===== src/rtl/tmr_presc_pkg.sv =====
package tmr_presc_pkg;
  typedef enum logic [1:0] {
    REG_CNT_LO = 2'd0,
    REG_CNT_HI = 2'd1,
    REG_CTRL   = 2'd2,
    REG_STAT   = 2'd3
  } reg_addr_e;

  typedef struct packed {
    logic       run;
    logic       mode8;
    logic       ext_src;
    logic       fall_edge;
    logic       bypass;
    logic [2:0] ratio;
  } ctrl_t;
endpackage


===== src/rtl/tmr_edge_sel.sv =====
module tmr_edge_sel #(
  parameter int unsigned SYNC_STAGES = 2
) (
  input  logic clk_i,
  input  logic rst_ni,
  input  logic ext_i,
  input  logic tick_i,
  input  logic ext_src_i,
  input  logic fall_i,
  input  logic run_i,
  output logic event_o
);
  logic [SYNC_STAGES:0] sh_q;
  logic                 rise, fall;

  always_ff @(posedge clk_i or negedge rst_ni) begin
    if (!rst_ni) sh_q <= '0;
    else         sh_q <= {sh_q[SYNC_STAGES-1:0], ext_i};
  end

  // newest synchronised sample vs. the one before it
  assign rise = sh_q[SYNC_STAGES-1] & ~sh_q[SYNC_STAGES];
  assign fall = ~sh_q[SYNC_STAGES-1] & sh_q[SYNC_STAGES];

  assign event_o = run_i & (ext_src_i ? (fall_i ? fall : rise) : tick_i);
endmodule


===== src/rtl/tmr_prescaler.sv =====
module tmr_prescaler #(
  parameter int unsigned PRE_W = 8,
  localparam int unsigned RW   = $clog2(PRE_W)
) (
  input  logic          clk_i,
  input  logic          rst_ni,
  input  logic          ev_i,
  input  logic          bypass_i,
  input  logic [RW-1:0] ratio_i,
  input  logic          clr_i,
  output logic          inc_o
);
  logic [PRE_W-1:0] cnt_q;
  logic [PRE_W:0]   mask_w;
  logic [PRE_W-1:0] mask;
  logic             full;

  // divide by 2^(ratio+1): low ratio+1 bits all ones
  assign mask_w = ({{(PRE_W-1){1'b0}}, 2'b10} << ratio_i) - 1'b1;
  assign mask   = mask_w[PRE_W-1:0];
  assign full   = (cnt_q & mask) == mask;
  assign inc_o  = bypass_i ? ev_i : (ev_i & full);

  always_ff @(posedge clk_i or negedge rst_ni) begin
    if (!rst_ni)                cnt_q <= '0;
    else if (!bypass_i) begin
      if (clr_i)                cnt_q <= '0;
      else if (ev_i)            cnt_q <= cnt_q + 1'b1;
    end
  end
endmodule


===== src/rtl/tmr_counter.sv =====
module tmr_counter #(
  parameter int unsigned DW = 8,
  localparam int unsigned CW = 2 * DW
) (
  input  logic          clk_i,
  input  logic          rst_ni,
  input  logic          inc_i,
  input  logic          mode8_i,
  input  logic          hi_we_i,
  input  logic          lo_we_i,
  input  logic          lo_rd_i,
  input  logic [DW-1:0] wdata_i,
  output logic [CW-1:0] cnt_o,
  output logic [DW-1:0] hi_rd_o,
  output logic          ovf_o
);
  logic [CW-1:0] cnt_q;
  logic [DW-1:0] hold_q, lat_q;
  logic          step;

  assign step  = inc_i & ~lo_we_i;
  assign ovf_o = step & (mode8_i ? (&cnt_q[DW-1:0]) : (&cnt_q));

  always_ff @(posedge clk_i or negedge rst_ni) begin
    if (!rst_ni) begin
      cnt_q  <= '0;
      hold_q <= '0;
      lat_q  <= '0;
    end else begin
      if (hi_we_i) hold_q <= wdata_i;
      if (lo_rd_i) lat_q  <= cnt_q[CW-1:DW];
      if (lo_we_i)      cnt_q <= {hold_q, wdata_i};
      else if (step) begin
        if (mode8_i)    cnt_q[DW-1:0] <= cnt_q[DW-1:0] + 1'b1;
        else            cnt_q <= cnt_q + 1'b1;
      end
    end
  end

  assign cnt_o   = cnt_q;
  assign hi_rd_o = lat_q;
endmodule


===== src/rtl/tmr_presc.sv =====
module tmr_presc
  import tmr_presc_pkg::*;
#(
  parameter int unsigned DW          = 8,
  parameter int unsigned PRE_W       = 8,
  parameter int unsigned SYNC_STAGES = 2
) (
  input  logic          clk_i,
  input  logic          rst_ni,
  input  logic          wr_en_i,
  input  logic          rd_en_i,
  input  logic [1:0]    addr_i,
  input  logic [DW-1:0] wdata_i,
  output logic [DW-1:0] rdata_o,
  input  logic          tick_i,
  input  logic          ext_cnt_i,
  output logic          irq_o
);
  localparam int unsigned CW = 2 * DW;

  ctrl_t         ctrl_q;
  logic          flag_q, ie_q;
  logic          ev, inc, ovf;
  logic [CW-1:0] cnt;
  logic [DW-1:0] hi_lat;
  logic          wr_lo, wr_hi, wr_ctrl, wr_stat;

  assign wr_lo   = wr_en_i & (addr_i == REG_CNT_LO);
  assign wr_hi   = wr_en_i & (addr_i == REG_CNT_HI);
  assign wr_ctrl = wr_en_i & (addr_i == REG_CTRL);
  assign wr_stat = wr_en_i & (addr_i == REG_STAT);

  always_ff @(posedge clk_i or negedge rst_ni) begin
    if (!rst_ni) begin
      ctrl_q <= '0;
      flag_q <= 1'b0;
      ie_q   <= 1'b0;
    end else begin
      if (wr_ctrl) ctrl_q <= ctrl_t'(wdata_i[7:0]);
      if (wr_stat) ie_q   <= wdata_i[1];
      // hardware set wins over a software clear
      if (ovf)                       flag_q <= 1'b1;
      else if (wr_stat && !wdata_i[0]) flag_q <= 1'b0;
    end
  end

  tmr_edge_sel #(.SYNC_STAGES(SYNC_STAGES)) u_src (
    .clk_i     (clk_i),
    .rst_ni    (rst_ni),
    .ext_i     (ext_cnt_i),
    .tick_i    (tick_i),
    .ext_src_i (ctrl_q.ext_src),
    .fall_i    (ctrl_q.fall_edge),
    .run_i     (ctrl_q.run),
    .event_o   (ev)
  );

  tmr_prescaler #(.PRE_W(PRE_W)) u_pre (
    .clk_i    (clk_i),
    .rst_ni   (rst_ni),
    .ev_i     (ev),
    .bypass_i (ctrl_q.bypass),
    .ratio_i  (ctrl_q.ratio),
    .clr_i    (wr_lo | wr_hi),
    .inc_o    (inc)
  );

  tmr_counter #(.DW(DW)) u_cnt (
    .clk_i   (clk_i),
    .rst_ni  (rst_ni),
    .inc_i   (inc),
    .mode8_i (ctrl_q.mode8),
    .hi_we_i (wr_hi),
    .lo_we_i (wr_lo),
    .lo_rd_i (rd_en_i & (addr_i == REG_CNT_LO)),
    .wdata_i (wdata_i),
    .cnt_o   (cnt),
    .hi_rd_o (hi_lat),
    .ovf_o   (ovf)
  );

  always_comb begin
    unique case (addr_i)
      REG_CNT_LO: rdata_o = cnt[DW-1:0];
      REG_CNT_HI: rdata_o = hi_lat;
      REG_CTRL:   rdata_o = DW'(ctrl_q);
      default:    rdata_o = {{(DW-2){1'b0}}, ie_q, flag_q};
    endcase
  end

  assign irq_o = flag_q & ie_q;
endmodule


===== config.mk =====
export PLATFORM = sky130hd
export DESIGN_NAME = tmr_presc
export DESIGN_NICKNAME = d
export VERILOG_FILES = /design/src/rtl/tmr_presc_pkg.sv /design/src/rtl/tmr_edge_sel.sv /design/src/rtl/tmr_prescaler.sv /design/src/rtl/tmr_counter.sv /design/src/rtl/tmr_presc.sv
export SDC_FILE = /design/constraint.sdc
export NUM_CORES = 1
export LEC_CHECK = 0
export BUFFER_PORTS_ARGS = -buffer_cell sky130_fd_sc_hd__buf_2
export CAP_MARGIN = 20
export CORE_UTILIZATION = 45
export DETAILED_ROUTE_END_ITERATION = 8
export PLACE_DENSITY = 0.64
export SLEW_MARGIN = 10
export SYNTH_ARGS = -nofsm -noshare
export SYNTH_HDL_FRONTEND = slang
export SYNTH_HIERARCHICAL = 1
export SYNTH_SLANG_ARGS = --single-unit

===== constraint.sdc =====
create_clock -name clk_i -period 3.5 [get_ports clk_i]
set_input_delay 0.175 -clock clk_i [delete_from_list [all_inputs] [get_ports clk_i]]
set_output_delay 0.175 -clock clk_i [all_outputs]
set_load 0.01 [all_outputs]

; ---- Word level (Yosys, flattened, before mapping)
; Index checks and enable logic that the tools add are counted.
; Widths: inputs -> output; s select.
[word_totals]
out_inout_bits = 9
ff_bits = 53
elab_cells = 65
inputBits = 16
[op_classes]
addsub = 4
reduce_logical = 10
eq_ne = 5
muxes = 13
n_shift = 1
n_bitwise = 18
[ops]
columns = cell, n
row1 = $mux 16, 2
row2 = $mux 8, 4
row3 = $pmux 8 s3, 1
row4 = $add 16x1->16 const B, 1
row5 = $add 8x1->8 const B, 2
row6 = $reduce_and 16->1, 1
row7 = $and 1x1->1, 12
row8 = $and 8x8->8, 1
row9 = $eq 8x8->1, 1
row10 = $reduce_and 8->1, 1
row11 = $shl 2x3->8 const A, 1
row12 = $sub 8x1->8 const B, 1
row13 = $mux 1, 6
row14 = $reduce_bool 2->1, 3
row15 = $eq 2x2->1 const B, 2
row16 = $not 1->1, 4
row17 = $reduce_and 2->1, 2
row18 = $eq 2x1->1 const B, 1
row19 = $logic_not 2->1, 1
row20 = $ne 2x1->1 const B, 1
row21 = $logic_and 1x1->1, 1
row22 = $logic_not 1->1, 1
row23 = $or 1x1->1, 1

; ---- Longest topological paths before layout
[logic_depth]
word_depth = 10
ltp_mapped = 13
ltp_nobuf = 11

; ---- Modules after synthesis
; Netlist, hierarchy kept.
[by_module_without_submodules]
columns = mod, cells_per_inst, instances, area_each_um2
row1 = tmr_counter, 140, 1, 1534.0
row2 = tmr_prescaler, 69, 1, 639.4
row3 = tmr_presc, 45, 1, 626.9
row4 = tmr_edge_sel, 7, 1, 102.6

; ---- Worst setup path before layout
; No wires, ideal clock.
[synth_path]
path_kind = register to register
from = register ctrl_q[2] (netlist name)
to = register u_cnt.cnt_q[11] (netlist: u_cnt/cnt_o[11])
slack_ps = 675
stages_incl_launch_ff = 13
arrival_time_ps = 2699
t_required_ps = 3374
path_cell_list = dfrtp_1 buf_6 or3_2 ha_1 and2b_2 o21ai_1 a21o_1 a32o_1 buf_4 nand3_1 nor4_4 nor3_1 a221o_1
[synth_between]
elab_chain_len = 9
[synth_lines]
columns = element, line_no
row1 = from (decl), tmr_presc.sv:21  ; ctrl_t ctrl_q;
row2 = from (signal assigned), tmr_presc.sv:39  ; if (wr_ctrl) ctrl_q <= ctrl_t'(wdata_i[7:0]);
row3 = $shl 2x3->8 *, tmr_prescaler.sv:19  ; assign mask_w = ({{(PRE_W-1){1'b0}}, 2'b10} << ratio_i) - 1'b1;
row4 = $sub 8x1->8 *, tmr_prescaler.sv:19
row5 = $and 8x8->8, tmr_prescaler.sv:21  ; assign full = (cnt_q & mask) == mask;
row6 = $eq 8x8->1 *, tmr_prescaler.sv:21
row7 = $and 1x1->1 *, tmr_prescaler.sv:22  ; assign inc_o = bypass_i ? ev_i : (ev_i & full);
row8 = $mux 1 *, tmr_prescaler.sv:22
row9 = net inc, tmr_presc.sv:23  ; logic ev, inc, ovf;
row10 = $and 1x1->1 *, tmr_counter.sv:21  ; assign step = inc_i & ~lo_we_i;
row11 = $reduce_bool 2->1 (no line) *, n/a
row12 = $reduce_and 2->1 (no line) *, n/a
row13 = to (signal assigned), tmr_counter.sv:32  ; if (lo_we_i) cnt_q <= {hold_q, wdata_i};
row14 = "to (signal, indexed assignment)", tmr_counter.sv:34  ; if (mode8_i) cnt_q[DW-1:0] <= cnt_q[DW-1:0] + 1'b1;
row15 = to (signal assigned), tmr_counter.sv:35  ; else cnt_q <= cnt_q + 1'b1;
row16 = to (decl), tmr_counter.sv:17  ; logic [CW-1:0] cnt_q;
; The timed path passes the listed nets; every way through them passes the cells marked *.
; A chain may end at the register's enable or synchronous reset.

; ---- Worst setup path after layout
[layout_path]
from = register ctrl_q[0] (netlist name)
to = register u_cnt.cnt_q[14] (netlist: u_cnt/cnt_o[14])
; The elaborated chain is that of the path after synthesis.

==> results by group <==
Run status
  – Status: completed

Timing
  – Final WS setup: 0.3932 ns
  – Worst-Margin Slew: 0.8315 ns
  – Slew Limit Headroom: 0.4457
  – Final Hold Fails: 0
  – Final Critical Period: 3.107 ns
  – Worst Clk Skew: 0.009812 ns
  – RSZ-0062 raised after global routing: no
  – Setup violators final: 0
  – Final Max Tran Viols: 0
  – Hold_ws: 0.09872 ns
  – Max Clock Freq: 321.9 MHz
  – Final worst-path cycle share: 0.8876
  – Total negative slack: 0 ns

Cells and area
  – Inserted Diodes: 0
  – Nets@finish: 307
  – Most common cell after layout, fill and taps aside: dfrtp_1
  – Layout Utilization: 0.5262
  – Layout cells sized above 1: 0.2630
  – Fillers: 565
  – Syn-to-layout area delta: 9.871%
  – Non-filler instance count after layout: around 360
  – Most frequent cells in the layout: dfrtp_1, mux2_2, nand2_1

Yosys
  – Synth top area cells: dfrtp_1, mux2_2, mux2i_1
  – Cell taking the most area after synthesis: dfrtp_1
  – Synth cell types: 53
  – Fraction of registers with async set/reset: 1.000
  – Post-synthesis sequential area ratio: 0.4569
  – Mapped Area: between 2000 and 3000 um2
  – Mean Syn Cell Area: 11.12 um2
  – Syn nets: 280
  – #FFs+latches synth: 53
  – YS warnings: 6
  – Share of the synthesized area in the top cell type: 0.4569
  – Synth Flop Type: dfrtp_1
  – Post-synth EDFFs: 0
  – Post-Syn Instances: 261

Floorplan
  – Rows: 28
  – Core Area: 6061 um2
  – Die ar.: 6776 um2
  – Die H: 82.32 um
  – Die W: 82.32 um
  – Starting Density: 0.4789
  – IO Count: 25

Worst setup path
  – RR Startpoint: ctrl_q[0]
  – Setup crit end kind: flip-flop
  – R2R Setup Slk: a little under 0.4 ns
  – Critical Path RT: between 3 and 4 ns
  – R2R depth: 10
  – Arr. time, crit path: approximately 3.3 ns
  – Setup CP Type: flip-flop to flip-flop
  – Critical R2R Capture: u_cnt/cnt_o[14]
  – Crit start category: flip-flop
  – CP startpoint: ctrl_q[0]
  – Crit Path Max Fanout: 10

Run
  – Max Cap Viol: 0

Detailed routing
  – Routed len/inst: 16.60 um
  – Routed vias/inst: around 5.7
  – DRC: 0
  – Via count: 2,069
  – Post-route ant nets: 0
  – DRT Pass-1 Iters: 4
  – Number of DRC markers in iteration 0: ~100
  – DRT Wirelength: 6.043 mm

Place
  – Gpl congestion: 0.8072
  – HPWL after DPL: approximately 4.3 mm
  – Placed insts: 353
  – I/O Buffers: 24
  – Worst slack, placed: 0.4013 ns

Power and ir drop
  – Worst vdd ir: around 0.00027 V
  – Pwr Density: 519.1 nW/um2
  – Cell leakage power: 0.001321 uW

Hold path
  – Min-Delay Path Depth: 3
  – Hold path startpoint: wdata_i[5]
  – HP Class: input port to flip-flop
  – WHS Endpoint: u_cnt/cnt_o[5]

Clocking
  – Total number of H-tree levels: 2
  – TritonCTS clock tree: built
  – CTS buffer count: 5
  – Worst skew pair latency: 0.31 ns
  – CTS Root Cell: clkbuf_8
  – CTS Sinks: 53
  – Hold Buf Count CTS: 2
  – CTS resizes: 0
  – Clk slew on worst S/H paths: 0.10 ns
  – CTS max path bufs: 2
  – Postcts setup bufs: 0

Global routing
  – Antenna violations before repair: 0
  – First-pass GRT wire length: between 10 and 15 mm
  – Gr ovfl total: 0
  – GRT Total Usage: 0.2057
  – Vias in the first global route: 2,009
  – Largest net degree at the start of global routing: 38
==> flip-flops by register name (all words and copies together), names as in the netlist <==
signal	cells
u_cnt/cnt_o	16
ctrl_q	8
u_cnt/hi_rd_o	8
u_cnt/hold_q	8
u_pre/cnt_q	8
u_src/sh_q	3
flag_q	1
ie_q	1
==> how the worst max path moves through the flow <==
stage | cells after the start | to | slack, ns
global route | 10 | u_cnt/cnt_o[14] | 0.09
finish | 10 | u_cnt/cnt_o[14] | 0.39
global placement | 10 | u_cnt/cnt_o[11] | 0.51
CTS | 10 | u_cnt/cnt_o[14] | 0.39
floorplan | 12 | u_cnt/cnt_o[11] | 0.68
detailed placement | 10 | u_cnt/cnt_o[14] | 0.40
==> synthesized netlist by cell type, drive strengths merged, types with 3 or more instances <==
cell	instances
nor2b	6
nand2	25
xnor2	11
o21ai	24
nand4	7
nand3	9
nor3	6
clkbuf	6
xor2	3
mux2	25
buf	5
nor4	7
nor2	12
inv	4
nand2b	3
ha	3
nand3b	3
mux2i	10
o2bb2ai	6
dfrtp	53
==> cell families (layout without fill, tap and decap cells) <==
| group | after synthesis | after routing | share of synthesized area |
|---|---|---|---|
| adder cells (fa/ha/maj) | 3 | 3 | 0.01293 |
| AND/OR/NAND/NOR | 92 | 92 | 0.1918 |
| multiplexers | 37 | 37 | 0.1496 |
| flip-flops | 53 | 53 | 0.4569 |
| AO/OA/AOI/OAI | 47 | 47 | 0.1168 |
| buffers and inverters | 15 | 43 | 0.02974 |
| XOR/XNOR | 14 | 14 | 0.04224 |
==> cell type report <==
cell class                      count  area (um2)  share of cell area
Tap cell                           75       93.84             0.02942
Timing Repair Buffer               31       175.2             0.05492
Multi-Input combinational cell    193        1493              0.4680
Inverter                            4       15.01            0.004708
Sequential cell                    53        1326              0.4158
Clock inverter                      2       13.76            0.004315
Clock buffer                        6       72.57             0.02275
==> per-stage QoR <==
| stage | total power (uW) | cell area, um2 |
|---|---|---|
| after detailed placement | 1315 | 3078 |
| final | 1656 | 3189 |
| after global placement | 1300 | 3078 |
| after CTS | 1670 | 3184 |
| after floorplan | 1172 | 2903 |
| after global routing | 1768 | 3189 |
==> layer usage <==
layer  global-route usage  vias up  part of all wire
li1                     -     1013                 -
met1               0.3053     1011              0.51
met2               0.2959       32              0.44
met3              0.03297       13             0.029
met4              0.08596        0             0.027
met5                    0        -                 0
==> worst max-delay path: stages (launching register included) <==
cell and delay, ns:
dfrtp_1 0.51, or3_2 0.45, ha_1 0.27, nand4b_1 0.12
o2111ai_1 0.13, a21oi_1 0.18, a32o_1 0.37, nand4_1 0.33
nor4_1 0.41, xnor2_1 0.18, o21ai_1 0.07
==> power breakdown <==
part           internal (uW)  switching (uW)  leakage [uW]
combinational            210             193      0.000635
sequential               738             167      0.000640
clock                    143             203     0.0000456
total                   1090             564       0.00132
Power figures use the tool's default switching activity.
